<file path="config.mk">
export PLATFORM = sky130hd
export DESIGN_NAME = viterbi_frame_dec
export DESIGN_NICKNAME = d
export VERILOG_FILES = /design/src/rtl/vit_pkg.sv /design/src/rtl/vit_acs.sv /design/src/rtl/vit_surv_mem.sv /design/src/rtl/vit_traceback.sv /design/src/rtl/viterbi_frame_dec.sv
export SDC_FILE = /design/constraint.sdc
export NUM_CORES = 1
export LEC_CHECK = 0
export ABC_AREA = 1
export BUFFER_PORTS_ARGS = -buffer_cell sky130_fd_sc_hd__buf_2
export CORE_ASPECT_RATIO = 1.5
export CORE_MARGIN = 2
export CORE_UTILIZATION = 59
export CTS_BUF_LIST = sky130_fd_sc_hd__clkbuf_4 sky130_fd_sc_hd__clkbuf_8
export CTS_CLUSTER_SIZE = 12
export DETAILED_ROUTE_END_ITERATION = 12
export GPL_TIMING_DRIVEN = 0
export PLACE_DENSITY = 0.78
export RECOVER_POWER = 50
export REMOVE_ABC_BUFFERS = 1
export SKIP_LAST_GASP = 1
export SLEW_MARGIN = 5
export SYNTH_ARGS = -nofsm -noshare
export SYNTH_HDL_FRONTEND = slang
export SYNTH_SLANG_ARGS = --single-unit
</file>
<file path="constraint.sdc">
create_clock -name clk -period 4.4 [get_ports clk]
set_input_delay 1.32 -clock clk [delete_from_list [all_inputs] [get_ports clk]]
set_output_delay 1.32 -clock clk [all_outputs]
set_load 0.005 [all_outputs]
</file>
<file path="src/rtl/vit_pkg.sv">
package vit_pkg;

  typedef enum logic [1:0] {
    FR_IDLE,
    FR_RECV,
    FR_TRACE
  } frame_state_t;

  typedef enum logic [1:0] {
    TB_IDLE,
    TB_WALK,
    TB_EMIT,
    TB_END
  } trace_state_t;

  // Hamming distance between a received symbol and the two code bits
  // produced by the shift register contents under the two generators.
  function automatic logic [1:0] branch_dist(input logic [7:0] regv,
                                             input logic [7:0] g_a,
                                             input logic [7:0] g_b,
                                             input logic [1:0] rx);
    logic v_a, v_b;
    v_a = ^(regv & g_a);
    v_b = ^(regv & g_b);
    return {1'b0, v_a ^ rx[1]} + {1'b0, v_b ^ rx[0]};
  endfunction

endpackage

</file>
<file path="src/rtl/vit_acs.sv">
module vit_acs
  import vit_pkg::*;
#(
  parameter int K        = 3,
  parameter int G0       = 7,
  parameter int G1       = 5,
  parameter int METRIC_W = 8
) (
  input  logic                    clk,
  input  logic                    rst,
  input  logic                    init,
  input  logic                    step,
  input  logic [1:0]              sym,
  output logic [(1<<(K-1))-1:0]   dec
);
  localparam int S    = K - 1;
  localparam int NS   = 1 << S;
  localparam int HALF = NS / 2;
  localparam logic [METRIC_W-1:0] UNREACH = METRIC_W'(1 << (METRIC_W - 2));
  localparam logic [7:0] GA = 8'(G0);
  localparam logic [7:0] GB = 8'(G1);

  logic [METRIC_W-1:0] pm  [NS];
  logic [METRIC_W-1:0] nxt [NS];

  for (genvar s = 0; s < NS; s++) begin : g_state
    localparam int P_LO = (s % HALF) * 2;
    localparam int P_HI = P_LO + 1;
    localparam int U    = s / HALF;
    logic [1:0]          d_lo, d_hi;
    logic [METRIC_W-1:0] c_lo, c_hi;
    assign d_lo   = branch_dist(8'((U << S) | P_LO), GA, GB, sym);
    assign d_hi   = branch_dist(8'((U << S) | P_HI), GA, GB, sym);
    assign c_lo   = pm[P_LO] + METRIC_W'(d_lo);
    assign c_hi   = pm[P_HI] + METRIC_W'(d_hi);
    // strict less-than: equal weights keep the lower predecessor
    assign dec[s] = (c_hi < c_lo);
    assign nxt[s] = dec[s] ? c_hi : c_lo;
  end

  always_ff @(posedge clk) begin
    if (rst || init) begin
      for (int i = 0; i < NS; i++) pm[i] <= (i == 0) ? '0 : UNREACH;
    end else if (step) begin
      for (int i = 0; i < NS; i++) pm[i] <= nxt[i];
    end
  end

endmodule

</file>
<file path="src/rtl/vit_surv_mem.sv">
module vit_surv_mem #(
  parameter int DEPTH = 60,
  parameter int WIDTH = 4,
  localparam int AW   = $clog2(DEPTH)
) (
  input  logic             clk,
  input  logic             we,
  input  logic [AW-1:0]    waddr,
  input  logic [WIDTH-1:0] wdata,
  input  logic             re,
  input  logic [AW-1:0]    raddr,
  output logic [WIDTH-1:0] rdata
);
  logic [WIDTH-1:0] mem [DEPTH];

  always_ff @(posedge clk) begin
    if (we) mem[waddr] <= wdata;
    if (re) rdata <= mem[raddr];
  end

endmodule

</file>
<file path="src/rtl/vit_traceback.sv">
module vit_traceback
  import vit_pkg::*;
#(
  parameter int S       = 2,
  parameter int MAX_LEN = 60,
  localparam int NS     = 1 << S,
  localparam int LEN_W  = $clog2(MAX_LEN + 1),
  localparam int AW     = $clog2(MAX_LEN)
) (
  input  logic             clk,
  input  logic             rst,
  input  logic             go,
  input  logic [LEN_W-1:0] len,
  input  logic [NS-1:0]    rd_data,
  output logic             rd_en,
  output logic [AW-1:0]    rd_addr,
  output logic             bit_valid,
  output logic             bit_out,
  output logic             done
);
  trace_state_t       tst;
  logic [LEN_W-1:0]   issue_left;
  logic [AW-1:0]      ra, pidx, oidx, last_idx;
  logic               pend;
  logic [S-1:0]       cur;
  logic [MAX_LEN-1:0] bitbuf;

  assign rd_en   = (tst == TB_WALK) && (issue_left != '0);
  assign rd_addr = ra;

  always_ff @(posedge clk) begin
    if (rst) begin
      tst        <= TB_IDLE;
      bit_valid  <= 1'b0;
      bit_out    <= 1'b0;
      done       <= 1'b0;
      pend       <= 1'b0;
      pidx       <= '0;
      ra         <= '0;
      issue_left <= '0;
      cur        <= '0;
      oidx       <= '0;
      last_idx   <= '0;
    end else begin
      bit_valid <= 1'b0;
      done      <= 1'b0;
      pend      <= rd_en;
      pidx      <= ra;
      case (tst)
        TB_IDLE: if (go) begin
          tst        <= TB_WALK;
          issue_left <= len;
          ra         <= AW'(len - LEN_W'(1));
          last_idx   <= AW'(len - LEN_W'(3));
          cur        <= '0;
          oidx       <= '0;
        end
        TB_WALK: begin
          if (rd_en) begin
            issue_left <= issue_left - LEN_W'(1);
            ra         <= ra - AW'(1);
          end
          if (pend) begin
            bitbuf[pidx] <= cur[S-1];
            cur          <= S'({cur, rd_data[cur]});
            if (pidx == '0) tst <= TB_EMIT;
          end
        end
        TB_EMIT: begin
          bit_valid <= 1'b1;
          bit_out   <= bitbuf[oidx];
          oidx      <= oidx + AW'(1);
          if (oidx == last_idx) tst <= TB_END;
        end
        default: begin
          done <= 1'b1;
          tst  <= TB_IDLE;
        end
      endcase
    end
  end

endmodule

</file>
<file path="src/rtl/viterbi_frame_dec.sv">
module viterbi_frame_dec
  import vit_pkg::*;
#(
  parameter int K        = 3,
  parameter int G0       = 7,
  parameter int G1       = 5,
  parameter int MAX_LEN  = 60,
  parameter int METRIC_W = 8,
  localparam int S       = K - 1,
  localparam int NS      = 1 << S,
  localparam int LEN_W   = $clog2(MAX_LEN + 1),
  localparam int AW      = $clog2(MAX_LEN)
) (
  input  logic             clk,
  input  logic             rst,
  input  logic             start,
  input  logic [LEN_W-1:0] frame_len,
  input  logic             sym_valid,
  input  logic [1:0]       sym,
  output logic             busy,
  output logic             bit_valid,
  output logic             bit_out,
  output logic             frame_done
);
  frame_state_t     st;
  logic [LEN_W-1:0] len_q, cnt;
  logic             tb_go, acs_init, acs_step;
  logic [NS-1:0]    dec, rd_data;
  logic             rd_en;
  logic [AW-1:0]    rd_addr;

  assign acs_init = (st == FR_IDLE) && start;
  assign acs_step = (st == FR_RECV) && sym_valid;
  assign busy     = (st != FR_IDLE);

  always_ff @(posedge clk) begin
    if (rst) begin
      st    <= FR_IDLE;
      len_q <= '0;
      cnt   <= '0;
      tb_go <= 1'b0;
    end else begin
      tb_go <= 1'b0;
      case (st)
        FR_IDLE: if (start) begin
          st    <= FR_RECV;
          len_q <= frame_len;
          cnt   <= '0;
        end
        FR_RECV: if (sym_valid) begin
          cnt <= cnt + LEN_W'(1);
          if (cnt == len_q - LEN_W'(1)) begin
            st    <= FR_TRACE;
            tb_go <= 1'b1;
          end
        end
        default: if (frame_done) st <= FR_IDLE;
      endcase
    end
  end

  vit_acs #(.K(K), .G0(G0), .G1(G1), .METRIC_W(METRIC_W)) u_acs (
    .clk  (clk),
    .rst  (rst),
    .init (acs_init),
    .step (acs_step),
    .sym  (sym),
    .dec  (dec)
  );

  vit_surv_mem #(.DEPTH(MAX_LEN), .WIDTH(NS)) u_mem (
    .clk   (clk),
    .we    (acs_step),
    .waddr (AW'(cnt)),
    .wdata (dec),
    .re    (rd_en),
    .raddr (rd_addr),
    .rdata (rd_data)
  );

  vit_traceback #(.S(S), .MAX_LEN(MAX_LEN)) u_tb (
    .clk       (clk),
    .rst       (rst),
    .go        (tb_go),
    .len       (len_q),
    .rd_data   (rd_data),
    .rd_en     (rd_en),
    .rd_addr   (rd_addr),
    .bit_valid (bit_valid),
    .bit_out   (bit_out),
    .done      (frame_done)
  );

endmodule

</file>
==> flow_metrics.py, run 1 <==
metrics = {
    "status": {
        "outcome": "complete, but fails checks",
        "violations": "capacitance limit, slew limit",
    },
    "finish": {
        "nets": 1969,
        "antennaDiodeCount": 0,
        "drive_above_1_share_pct": 7.06,
        "fin_util_pct": 65.3,
        "final_cells": 2346,
        "syn_to_final_growth_pct": 8.81,
    },
    "critical_path": {
        "path_class": "input port to register",
        "path_buf_inv": 6,
        "end_kind": "register",
        "start_kind": "input port",
        "path_cells": "buf_2 -> inv_1 -> ha_1 -> inv_1 -> ha_1 -> nand2_1 -> a21oi_2 -> nand2_1 -> xor2_1 -> inv_1 -> ha_1 -> a21oi_1 -> nor2_1 -> a211oi_1 -> nand2_1 -> clkinv_2 -> buf_12",
        "critPathSlowestCell": "clkinv_2",
        "worstPathRequired_ns": 4.72,
        "critPathMaxStageDelay_ns": 0.36,
        "critPathTopFamily": "buffers and inverters",
        "worstPathMaxFanout": 49,
        "crit_arrival_ns": 4.50,
    },
    "logic_synthesis": {
        "yosysTopAreaCellShare_pct": 54.2,
        "synth_flop_cell": "edfxtp_1",
        "synth_edf_count": 336,
        "yosys_warnings": 0,
        "syn_area_per_cell_sq_um": 9.80,
        "yosysUniqueCellTypes": 35,
        "synth_largest_area_cell": "edfxtp_1",
        "ys_seq_area_share_pct": 59.9,
        "yosysMostFrequentCell": "nor2_1",
        "async_flop_share_pct": 0,
        "syn_inst": 1900,
        "synthTopCellsByCount": "nor2_1 (371), edfxtp_1 (336), nand2_1 (264)",
        "yosys-top-cells-area": "edfxtp_1 (54%), nor2_1 (7.5%), dfxtp_1 (5.7%)",
        "syn-cell-area_sq_mm": 0.0186,
        "synth_seq_cells": 389,
    },
    "timing": {
        "fin_skew_ns": 0.0635,
        "period_share_pct": 94.9,
        "rsz0062_at_grt": "false",
        "relSlewSlack_pct": -23.5,
        "setup_tns_ns": 0,
        "finalHoldViolations": 0,
        "slew_violations": 64,
        "period_needed_ns": 4.18,
        "max_freq_mhz": 240,
        "tightest_slew_ns": 1.85,
        "setup_viol": 0,
    },
    "cts": {
        "clock-sinks": 389,
        "htreeDepth": 2,
        "cts-resized-gates": 0,
        "clk_latency_ns": 0.65,
        "clk_path_buf_depth": 3,
        "numCtsBuffers": 54,
        "cts-hold-fix-buffers": 0,
        "clkTransAtPathRegs_ns": 0.08,
        "tritoncts": "built",
        "cts_setup_buffers": 0,
        "cts_root_buf": "clkbuf_8",
    },
    "placed_design": {
        "finalWeightedCongestion": 0.885,
        "place_inst": 2247,
        "dp_hpwl_um": 28300,
        "port_buffers": 15,
    },
    "detailed_routing": {
        "drt_first_pass_iters": 7,
        "drtIter0Drc": 1273,
        "met3_length_um": 2490,
        "m1WireLength_um": 15800,
        "viasPerCell": 5.94,
        "routed_wl_um": 43100,
        "wl_met2_um": 22500,
        "vias": 13935,
        "dr.max_layer_used": "met4",
        "drc": 0,
        "wl_per_cell_um": 18.4,
        "antenna_left": 0,
    },
    "power_and_ir_drop": {
        "vdd_drop_max_mv": 0.292,
        "powerDensity_mw_per_mm2": 464,
        "leakagePower_nw": 7.55,
    },
    "job": {
        "maxCapViolCount": 1,
    },
    "global_routing": {
        "grt_max_degree": 102,
        "antenna_found_initial": 0,
        "grt_first_pass_wirelength_um": 68400,
        "grt-ovfl-total": 0,
        "grt_pass1_vias": 13875,
        "grtUsageTotal_pct": 26.2,
    },
    "worst_hold_path": {
        "hold_class": "register to register",
    },
    "floorplan": {
        "num_rows": 79,
        "core-area_sq_mm": 0.0310,
        "initial_core_util_pct": 60.0,
        "die_area_sq_mm": 0.0330,
        "io-pin-count": 16,
        "die_w_um": 149,
        "die_h_um": 222,
    },
}
[worst paths after layout]
kind                                              startpoint                         end  slack, ns  cells past startpoint
worst max-delay path                                  sym[0]  u_mem.mem[55][3]$_DFFE_PP_       0.22                     17
worst min-delay path                      st[0]$_SDFFE_PP0P_          st[0]$_SDFFE_PP0P_       0.48                      2
worst max register to register  u_tb.rd_addr[2]$_SDFFE_PP0P_    u_mem.rdata[3]$_DFFE_PP_       1.03                      7
worst min register to register            st[0]$_SDFFE_PP0P_          st[0]$_SDFFE_PP0P_       0.48                      2
[where the power goes]
part	switching [mW]	leakage, nW	internal, mW
clock network	1.38	0.645	1.81
logic	1.24	3.38	0.508
registers	0.136	3.52	4.33
total	2.75	7.55	6.66
[registers in the layout, summed over array words and instances, names as in the netlist, 4 cells and up]
register / count
u_mem.mem: 240
u_tb.bitbuf: 60
u_acs.pm: 32
cnt: 6
len_q: 6
u_tb.issue_left: 6
u_tb.last_idx: 6
u_tb.oidx: 6
u_tb.pidx: 6
u_tb.rd_addr: 6
u_mem.rdata: 4
[metal layers]
layer  track usage, %  up-vias
met5                0        -
met4             14.3        0
met3             3.56      156
met2             46.8      558
met1             29.9     6664
li1                 -     6557
[cells in the final DEF (no fill, tap or decap), types with 8 or more instances in the layout]
cell	count
a211oi_1	8
a21oi_1	71
a21oi_2	10
buf_2	12
bufinv_16	8
clkbuf_4	11
clkbuf_8	59
clkinv_1	9
clkinv_2	9
dfxtp_1	51
edfxtp_1	336
ha_1	59
inv_1	147
nand2_1	262
nand3_1	69
nand4_1	9
nor2_1	370
nor3_1	26
o211ai_1	16
o21ai_0	184
o21ai_1	47
o22ai_1	60
xor2_1	59
[worst reg2reg max path: cells and delay by family, from the launching register on]
family	cells	cell delay [ns]
buffers and inverters	1	0.96
AO/OA/AOI/OAI	2	0.33
flip-flops	1	1.24
AND/OR/NAND/NOR	4	0.59
[layout make-up]
cell class              instances  area, sq um
fillers                      2385        10800
clock inverters                29          360
clock buffers                  70          895
flip-flops and latches        389        11200
inverters                     155          593
well taps                     405          507
repair buffers                 23          254
multi-input cells            1275         6500
[metrics by stage]
| stage | power, mW | hold slack (ns) | setup WS (ns) | instance area (sq um) |
|---|---|---|---|---|
| finish | 9.41 | 0.480 | 0.225 | 20300 |
| global route | 9.79 | 0.507 | 0.00245 | 20300 |
| CTS | 9.41 | 0.483 | 0.0982 | 20300 |
| detailed placement | 6.25 | 0.472 | -0.562 | 19000 |
| global placement | 6.15 | 0.460 | -2.25 | 18800 |
| floorplan | 5.62 | 0.446 | -0.173 | 18200 |
[cell families (layout without fill, tap and decap cells)]
group	after synthesis	after routing	share of synthesized area, %
AND/OR/NAND/NOR	744	744	15.8
AO/OA/AOI/OAI	411	411	12.2
flip-flops	389	389	59.9
buffers and inverters	236	277	5.27
XOR/XNOR	61	61	2.87
adder cells (fa/ha/maj)	59	59	3.96
No activity file was read; power rests on OpenSTA's default activity.
==> inputs of run 2 (changes only) <==
--- a/config.mk
+++ b/config.mk
@@ -9,16 +9,15 @@
 export BUFFER_PORTS_ARGS = -buffer_cell sky130_fd_sc_hd__buf_2
 export CORE_ASPECT_RATIO = 1.5
 export CORE_MARGIN = 2
-export CORE_UTILIZATION = 59
-export CTS_BUF_LIST = sky130_fd_sc_hd__clkbuf_4 sky130_fd_sc_hd__clkbuf_8
+export CORE_UTILIZATION = 57
 export CTS_CLUSTER_SIZE = 12
 export DETAILED_ROUTE_END_ITERATION = 12
 export GPL_TIMING_DRIVEN = 0
-export PLACE_DENSITY = 0.78
+export PLACE_DENSITY = 0.76
 export RECOVER_POWER = 50
 export REMOVE_ABC_BUFFERS = 1
 export SKIP_LAST_GASP = 1
-export SLEW_MARGIN = 5
+export SLEW_MARGIN = 0
 export SYNTH_ARGS = -nofsm -noshare
 export SYNTH_HDL_FRONTEND = slang
 export SYNTH_SLANG_ARGS = --single-unit
==> run 2 against run 1 <==
Compared with the run above:
- the flow still finishes with violations (capacitance limit, slew limit)
- via count decreased by 3.1%
- utilization decreased by 3.3 points
- final area shrank 0.80%
- sequential share of layout area increased by 0.45 points
- final cell count decreased by 1.4%
- clock power down 7.2%
- critical endpoint is now u_mem.mem[49][2]$_DFFE_PP_
- flip-flop and latch count unchanged
- die area grew 3.4%
- setup slack improved by 0.0043 ns
- critical path type unchanged
- worst hold slack lost 0.0084 ns
==> flow_metrics.py, run 2 (synthesis results as in run 1) <==
metrics = {
    "status": {
        "violations": "capacitance limit, slew limit",
        "outcome": "complete, but fails checks",
    },
    "finish": {
        "final_common_cell": "nor2_1",
        "seqCellArea_sq_mm": 0.0112,
        "syn_to_final_growth_pct": 7.94,
        "regMostFlops": "u_mem.mem",
        "antennaDiodeCount": 0,
        "largest_register_ffs": 240,
        "top_regs": "u_mem.mem x240, u_tb.bitbuf x60, u_acs.pm x32",
        "drive_above_1_share_pct": 4.90,
        "mostFrequentLayoutCells": "nor2_1 (370), edfxtp_1 (336), nand2_1 (261)",
        "final_cells": 2313,
        "multi_input_area_sq_mm": 0.00650,
        "nets": 1954,
        "fillers": 2599,
    },
    "cts": {
        "numCtsBuffers": 39,
        "clk_latency_ns": 0.55,
        "tritoncts": "built",
        "htreeDepth": 2,
        "cts_root_buf": "clkbuf_16",
        "clock-sinks": 389,
        "clk_path_buf_depth": 3,
        "cts-hold-fix-buffers": 0,
        "clkTransAtPathRegs_ns": 0.06,
    },
    "timing": {
        "period_share_pct": 94.8,
        "rsz0062_at_grt": "false",
        "max_freq_mhz": 240,
        "setup_viol": 0,
        "relSlewSlack_pct": -26.0,
        "tightest_slew_ns": 1.89,
        "fin_skew_ns": 0.0219,
        "finalHoldViolations": 0,
        "timing.final.ws_setup_ns": 0.229,
        "setup_tns_ns": 0,
        "period_needed_ns": 4.17,
        "slew_violations": 64,
    },
    "job": {
        "maxCapViolCount": 1,
    },
    "power_and_ir_drop": {
        "leakagePower_nw": 7.43,
        "vdd_drop_max_mv": 0.253,
        "powerDensity_mw_per_mm2": 457,
    },
    "worst_hold_path": {
        "min_to": "u_tb.last_idx[0]$_SDFFE_PP0P_",
        "hold_path_depth": 2,
        "hold_class": "register to register",
        "hold_start": "u_tb.last_idx[0]$_SDFFE_PP0P_",
    },
    "global_routing": {
        "antenna_found_initial": 0,
        "grt_first_pass_wirelength_um": 66900,
        "grt-ovfl-total": 0,
        "grt_max_degree": 74,
        "grt_pass1_vias": 13169,
        "grtUsageTotal_pct": 25.3,
    },
    "floorplan": {
        "die_w_um": 152,
        "initial_core_util_pct": 57.4,
        "die_area_sq_mm": 0.0342,
        "core-area_sq_mm": 0.0324,
        "die_h_um": 225,
        "num_rows": 81,
        "io-pin-count": 16,
    },
    "critical_path": {
        "r2r-end": "u_mem.rdata[2]$_DFFE_PP_",
        "start_kind": "input port",
        "worstPathRequired_ns": 4.65,
        "end_kind": "register",
        "path_buf_inv": 6,
        "cp_num_cells": 16,
        "worstPathMaxFanout": 47,
        "crit_arrival_ns": 4.42,
        "critPathTopFamily": "adder cells",
        "r2r_slack_ns": 0.98,
        "reg2reg_depth": 9,
        "path_cells": "buf_2 -> inv_1 -> ha_1 -> ha_1 -> ha_1 -> inv_1 -> nand2_1 -> xor2_1 -> inv_1 -> ha_1 -> nand2_1 -> o21ai_0 -> nand2_1 -> nand2_1 -> clkinv_2 -> buf_12",
        "path_class": "input port to register",
        "reg2reg_from": "u_tb.rd_addr[2]$_SDFFE_PP0P_",
        "critPathMaxStageDelay_ns": 0.37,
        "critPathSlowestCell": "clkinv_2",
    },
    "detailed_routing": {
        "antenna_left": 0,
        "wl_per_cell_um": 18.5,
        "drtIter0Drc": 1205,
        "vias": 13502,
        "drc": 0,
        "routed_wl_um": 42900,
        "drt_first_pass_iters": 6,
        "viasPerCell": 5.84,
    },
    "placed_design": {
        "place_inst": 2257,
        "finalWeightedCongestion": 0.908,
        "dpl_worst_slack_ns": -0.297,
        "dp_hpwl_um": 28000,
        "port_buffers": 15,
    },
}
run 2: where the power goes:
part | total, mW | switching [mW] | internal, mW
Sequential | 4.49 | 0.156 | 4.34
Combinational | 1.73 | 1.22 | 0.510
Clock | 2.96 | 1.31 | 1.65
Total | 9.18 | 2.68 | 6.49
run 2: worst max-delay path by stage:
stage | start | to | slack, ns
after floorplan | sym[0] | u_acs.pm[1][5]$_SDFFCE_PN0P_ | -0.17
after detailed placement | sym[0] | u_mem.mem[55][0]$_DFFE_PP_ | -0.30
after CTS | sym[0] | u_mem.mem[29][0]$_DFFE_PP_ | 0.23
final | sym[0] | u_mem.mem[49][2]$_DFFE_PP_ | 0.23
after global placement | u_tb.rd_addr[0]$_SDFFE_PP0P_ | u_mem.rdata[2]$_DFFE_PP_ | -2.34
after global routing | sym[0] | u_mem.mem[29][2]$_DFFE_PP_ | 0.02
run 2: what timing repair did:
item                                    in CTS  in global routing
endpoints found under the setup margin       0                 68
buffers inserted                             0                  0
resized for setup                            0                  5
run 2: tightest hold or removal path, stage by stage, from the launching register on:
cell and delay [ns]:
dfxtp_1 0.31, inv_1 0.06, a21oi_1 0.05
run 2: per-stage QoR:
step | cell area [sq um] | power, mW | utilization [%] | hold slack, ns
floorplan | 18200 | 5.62 | - | 0.446
global placement | 18800 | 6.14 | 58.0 | 0.457
detailed placement | 19000 | 6.25 | 58.6 | 0.471
CTS | 20100 | 9.16 | 62.0 | 0.475
global route | 20100 | 9.54 | 62.0 | 0.517
finish | 20100 | 9.18 | 62.0 | 0.472
run 2: metal layers:
layer | part of all wire, % | global-route usage (%) | vias up
met5 | 0 | 0 | -
met4 | 5.0 | 12.5 | 0
met3 | 5.1 | 3.02 | 130
met2 | 52 | 45.7 | 476
met1 | 38 | 29.5 | 6390
li1 | - | - | 6506
run 2: cell type report:
type / count / share of cell area, %
Sequential cell: 389 / 55.5
Multi-Input combinational cell: 1275 / 32.3
Clock buffer: 50 / 5.17
Inverter: 155 / 2.93
Tap cell: 415 / 2.58
Timing Repair Buffer: 23 / 1.26
Clock inverter: 6 / 0.218
==> inputs of run 3 (changes only) <==
--- a/config.mk
+++ b/config.mk
@@ -7,17 +7,20 @@
 export LEC_CHECK = 0
 export ABC_AREA = 1
 export BUFFER_PORTS_ARGS = -buffer_cell sky130_fd_sc_hd__buf_2
+export CAP_MARGIN = 20
 export CORE_ASPECT_RATIO = 1.5
 export CORE_MARGIN = 2
-export CORE_UTILIZATION = 57
+export CORE_UTILIZATION = 58
+export CTS_CLUSTER_DIAMETER = 80
 export CTS_CLUSTER_SIZE = 12
 export DETAILED_ROUTE_END_ITERATION = 12
 export GPL_TIMING_DRIVEN = 0
-export PLACE_DENSITY = 0.76
+export PLACE_DENSITY = 0.77
 export RECOVER_POWER = 50
 export REMOVE_ABC_BUFFERS = 1
 export SKIP_LAST_GASP = 1
 export SLEW_MARGIN = 0
 export SYNTH_ARGS = -nofsm -noshare
 export SYNTH_HDL_FRONTEND = slang
+export SYNTH_HIERARCHICAL = 1
 export SYNTH_SLANG_ARGS = --single-unit
==> run 3 against run 2 <==
Compared with the run above:
- the run still ends with capacitance limit, slew limit left
- sequential share of layout area is 3.5 points lower
- combinational power is 23% lower
- highest routed layer unchanged
- die area is 4.7% higher
- largest cell class unchanged
- fmax is 0.17% higher
==> flow_metrics.py, run 3 <==
metrics = {
    "placed_design": {
        "finalWeightedCongestion": 0.887,
        "port_buffers": 15,
        "dp_hpwl_um": 30400,
        "dpl_worst_slack_ns": -0.607,
    },
    "power_and_ir_drop": {
        "power_mw": 8.54,
        "vdd_drop_max_mv": 0.271,
        "leakagePower_nw": 8.70,
        "powerDensity_mw_per_mm2": 398,
    },
    "global_routing": {
        "grtUsageTotal_pct": 25.1,
        "grt_pass1_vias": 14532,
        "antenna_found_initial": 0,
        "grt_max_degree": 72,
        "grt-ovfl-total": 0,
        "grt_first_pass_wirelength_um": 70700,
    },
    "critical_path": {
        "path_class": "input port to register",
        "worstPathRequired_ns": 4.68,
        "reg2reg_depth": 7,
        "r2r_slack_ns": 1.01,
        "reg2reg_from": "u_tb/tst[1]$_SDFFE_PP0P_",
        "crit_arrival_ns": 4.44,
        "critPathMaxStageDelay_ns": 0.41,
        "start_kind": "input port",
        "path_cells": "buf_2 -> inv_1 -> ha_1 -> ha_1 -> ha_1 -> or2_4 -> nand2_1 -> xor2_1 -> inv_1 -> ha_1 -> nand2_1 -> nor2_1 -> a21oi_4 -> buf_12 -> buf_16",
        "r2r-end": "u_tb/issue_left[2]$_SDFFE_PP0P_",
        "cpMostUsedCell": "ha_1",
        "worstPathMaxFanout": 31,
        "end_kind": "register",
        "critPathSlowestCell": "nor2_1",
    },
    "logic_synthesis": {
        "async_flop_share_pct": 0,
        "syn_inst": 2232,
        "synth_flop_cell": "edfxtp_1",
        "synth_fa_ha_area_share_pct": 3.72,
        "synth_edf_count": 336,
        "synth_top_family_by_area": "simple AND/OR/NAND/NOR gates",
        "synth_largest_area_cell": "edfxtp_1",
        "synth_seq_cells": 389,
        "synthMuxAreaShare_pct": 0,
        "synth_xor_area_share_pct": 1.76,
        "synthTopCellsByCount": "nand2_1 (626), edfxtp_1 (336), nand3_1 (292)",
        "syn-cell-area_sq_mm": 0.0199,
        "yosys_warnings": 6,
        "synth_compound_area_share_pct": 3.80,
        "syn_area_per_cell_sq_um": 8.89,
        "yosys.area_share.simple_pct": 27.9,
        "yosysUniqueCellTypes": 44,
        "ys_seq_area_share_pct": 56.2,
        "yosys-top-cells-area": "edfxtp_1 (51%), nand2_1 (12%), nand3_1 (7.4%)",
        "yosysTopAreaCellShare_pct": 50.8,
        "yosysMostFrequentCell": "nand2_1",
    },
    "floorplan": {
        "io-pin-count": 16,
        "core-area_sq_mm": 0.0340,
        "initial_core_util_pct": 58.5,
        "die_area_sq_mm": 0.0358,
        "num_rows": 83,
        "die_w_um": 155,
        "die_h_um": 231,
    },
    "timing": {
        "rsz0062_at_grt": "false",
        "setup_viol": 0,
        "slew_violations": 128,
        "period_needed_ns": 4.16,
        "max_freq_mhz": 240,
        "timing.final.ws_setup_ns": 0.236,
        "tightest_slew_ns": 1.80,
        "fin_skew_ns": 0.0161,
        "setup_tns_ns": 0,
        "period_share_pct": 94.6,
        "relSlewSlack_pct": -20.5,
        "finalHoldViolations": 0,
    },
    "cts": {
        "cts_root_buf": "clkbuf_16",
        "clk_latency_ns": 0.54,
        "clkTransAtPathRegs_ns": 0.06,
        "htreeDepth": 2,
        "numCtsBuffers": 38,
        "tritoncts": "built",
        "clock-sinks": 389,
        "cts-hold-fix-buffers": 0,
        "cts-resized-gates": 0,
        "clk_path_buf_depth": 3,
    },
    "worst_hold_path": {
        "min_to": "u_tb/last_idx[0]$_SDFFE_PP0P_",
        "hold_path_depth": 2,
        "hold_start": "u_tb/last_idx[0]$_SDFFE_PP0P_",
        "hold_class": "register to register",
    },
    "finish": {
        "fin_util_pct": 63.2,
        "fillers": 2720,
        "mostFrequentLayoutCells": "nand2_1 (628), edfxtp_1 (336), nand3_1 (292)",
        "largest_register_ffs": 240,
        "nets": 2303,
        "drive_above_1_share_pct": 6.19,
        "final_common_cell": "nand2_1",
        "regMostFlops": "u_mem/mem",
        "syn_to_final_growth_pct": 8.07,
        "antennaDiodeCount": 0,
        "top_regs": "u_mem/mem x240, u_tb/bitbuf x60, u_acs/pm x32",
    },
    "detailed_routing": {
        "antenna_left": 0,
        "drc": 0,
        "wl_met2_um": 24200,
        "drt_first_pass_iters": 5,
        "dr.max_layer_used": "met4",
        "drtIter0Drc": 1229,
        "routed_wl_um": 45100,
        "met3_length_um": 2350,
        "vias": 15013,
        "m1WireLength_um": 16300,
        "wl_per_cell_um": 16.9,
        "viasPerCell": 5.62,
    },
    "job": {
        "maxCapViolCount": 4,
    },
    "status": {
        "outcome": "complete, but fails checks",
        "violations": "capacitance limit, slew limit",
    },
}
==> run 3: report_power, final <==
part / leakage, nW / switching [mW] / internal, mW
registers: 3.65 / 0.0737 / 4.26
logic: 4.54 / 0.902 / 0.438
clock network: 0.505 / 1.26 / 1.61
==> run 3: per-layer routing <==
| metal | vias up | GRT usage (%) |
|---|---|---|
| met5 | - | 0 |
| li1 | 7352 | - |
| met3 | 138 | 2.87 |
| met2 | 487 | 48.3 |
| met4 | 0 | 12.8 |
| met1 | 7036 | 26.6 |
==> run 3: area by class of cell <==
cell class,instances,area [sq um],share of cell area (%)
inverter,244,918,4.28
multi-input combinational,1522,7320,34.1
sequential,389,11200,52.0
timing repair buffer,37,483,2.25
tap,425,532,2.48
clock inverter,2,17.5,0.0817
clock buffer,52,1020,4.78
==> run 3: worst max-delay path by stage <==
stage | start | to | slack [ns] | cells after the start
finish | sym[0] | u_mem/mem[55][0]$_DFFE_PP_ | 0.24 | 15
detailed placement | sym[0] | u_acs/pm[3][4]$_SDFFCE_PN0P_ | -0.61 | 19
global placement | sym[0] | u_mem/mem[54][0]$_DFFE_PP_ | -4.35 | 14
global route | sym[0] | u_acs/pm[3][7]$_SDFFCE_PN0P_ | 0.01 | 18
CTS | sym[0] | u_acs/pm[0][4]$_SDFFCE_PN0P_ | 0.004 | 18
floorplan | sym[0] | u_mem/mem[0][0]$_DFFE_PP_ | -1.33 | 13
==> run 3: stage by stage <==
| stage | hold WS (ns) | area (sq um) | instances |
|---|---|---|---|
| 6_report | 0.488 | 21500 | 2671 |
| 3_3_place_gp | 0.461 | 20100 | 2593 |
| 4_1_cts | 0.484 | 21500 | 2664 |
| 2_1_floorplan | 0.444 | 19500 | 2153 |
| 5_1_grt | 0.503 | 21500 | 2671 |
| 3_5_place_dp | 0.474 | 20500 | 2609 |
==> run 3: logic make-up (layout without fill, tap and decap cells) <==
logic type | Yosys count | in the layout
AO/OA/AOI/OAI | 139 | 141
buffers and inverters | 323 | 335
XOR/XNOR | 39 | 39
adder cells (fa/ha/maj) | 59 | 59
flip-flops | 389 | 389
AND/OR/NAND/NOR | 1283 | 1283
==> run 3: repair_timing <==
| item | 4_1_cts | 5_1_grt |
|---|---|---|
| endpoints found under the setup margin | 11 | 56 |
| pin swaps | 0 | 0 |
| gates cloned | 1 | 1 |
| buffers inserted | 0 | 5 |
==> run 3: critical path, delay by kind of cell <==
kind            cells  cell delay (ns)
fa+ha+maj           4             1.15
simple gates        4             0.80
buf+inv             5             0.68
xor+xnor            1             0.27
compound gates      1             0.17
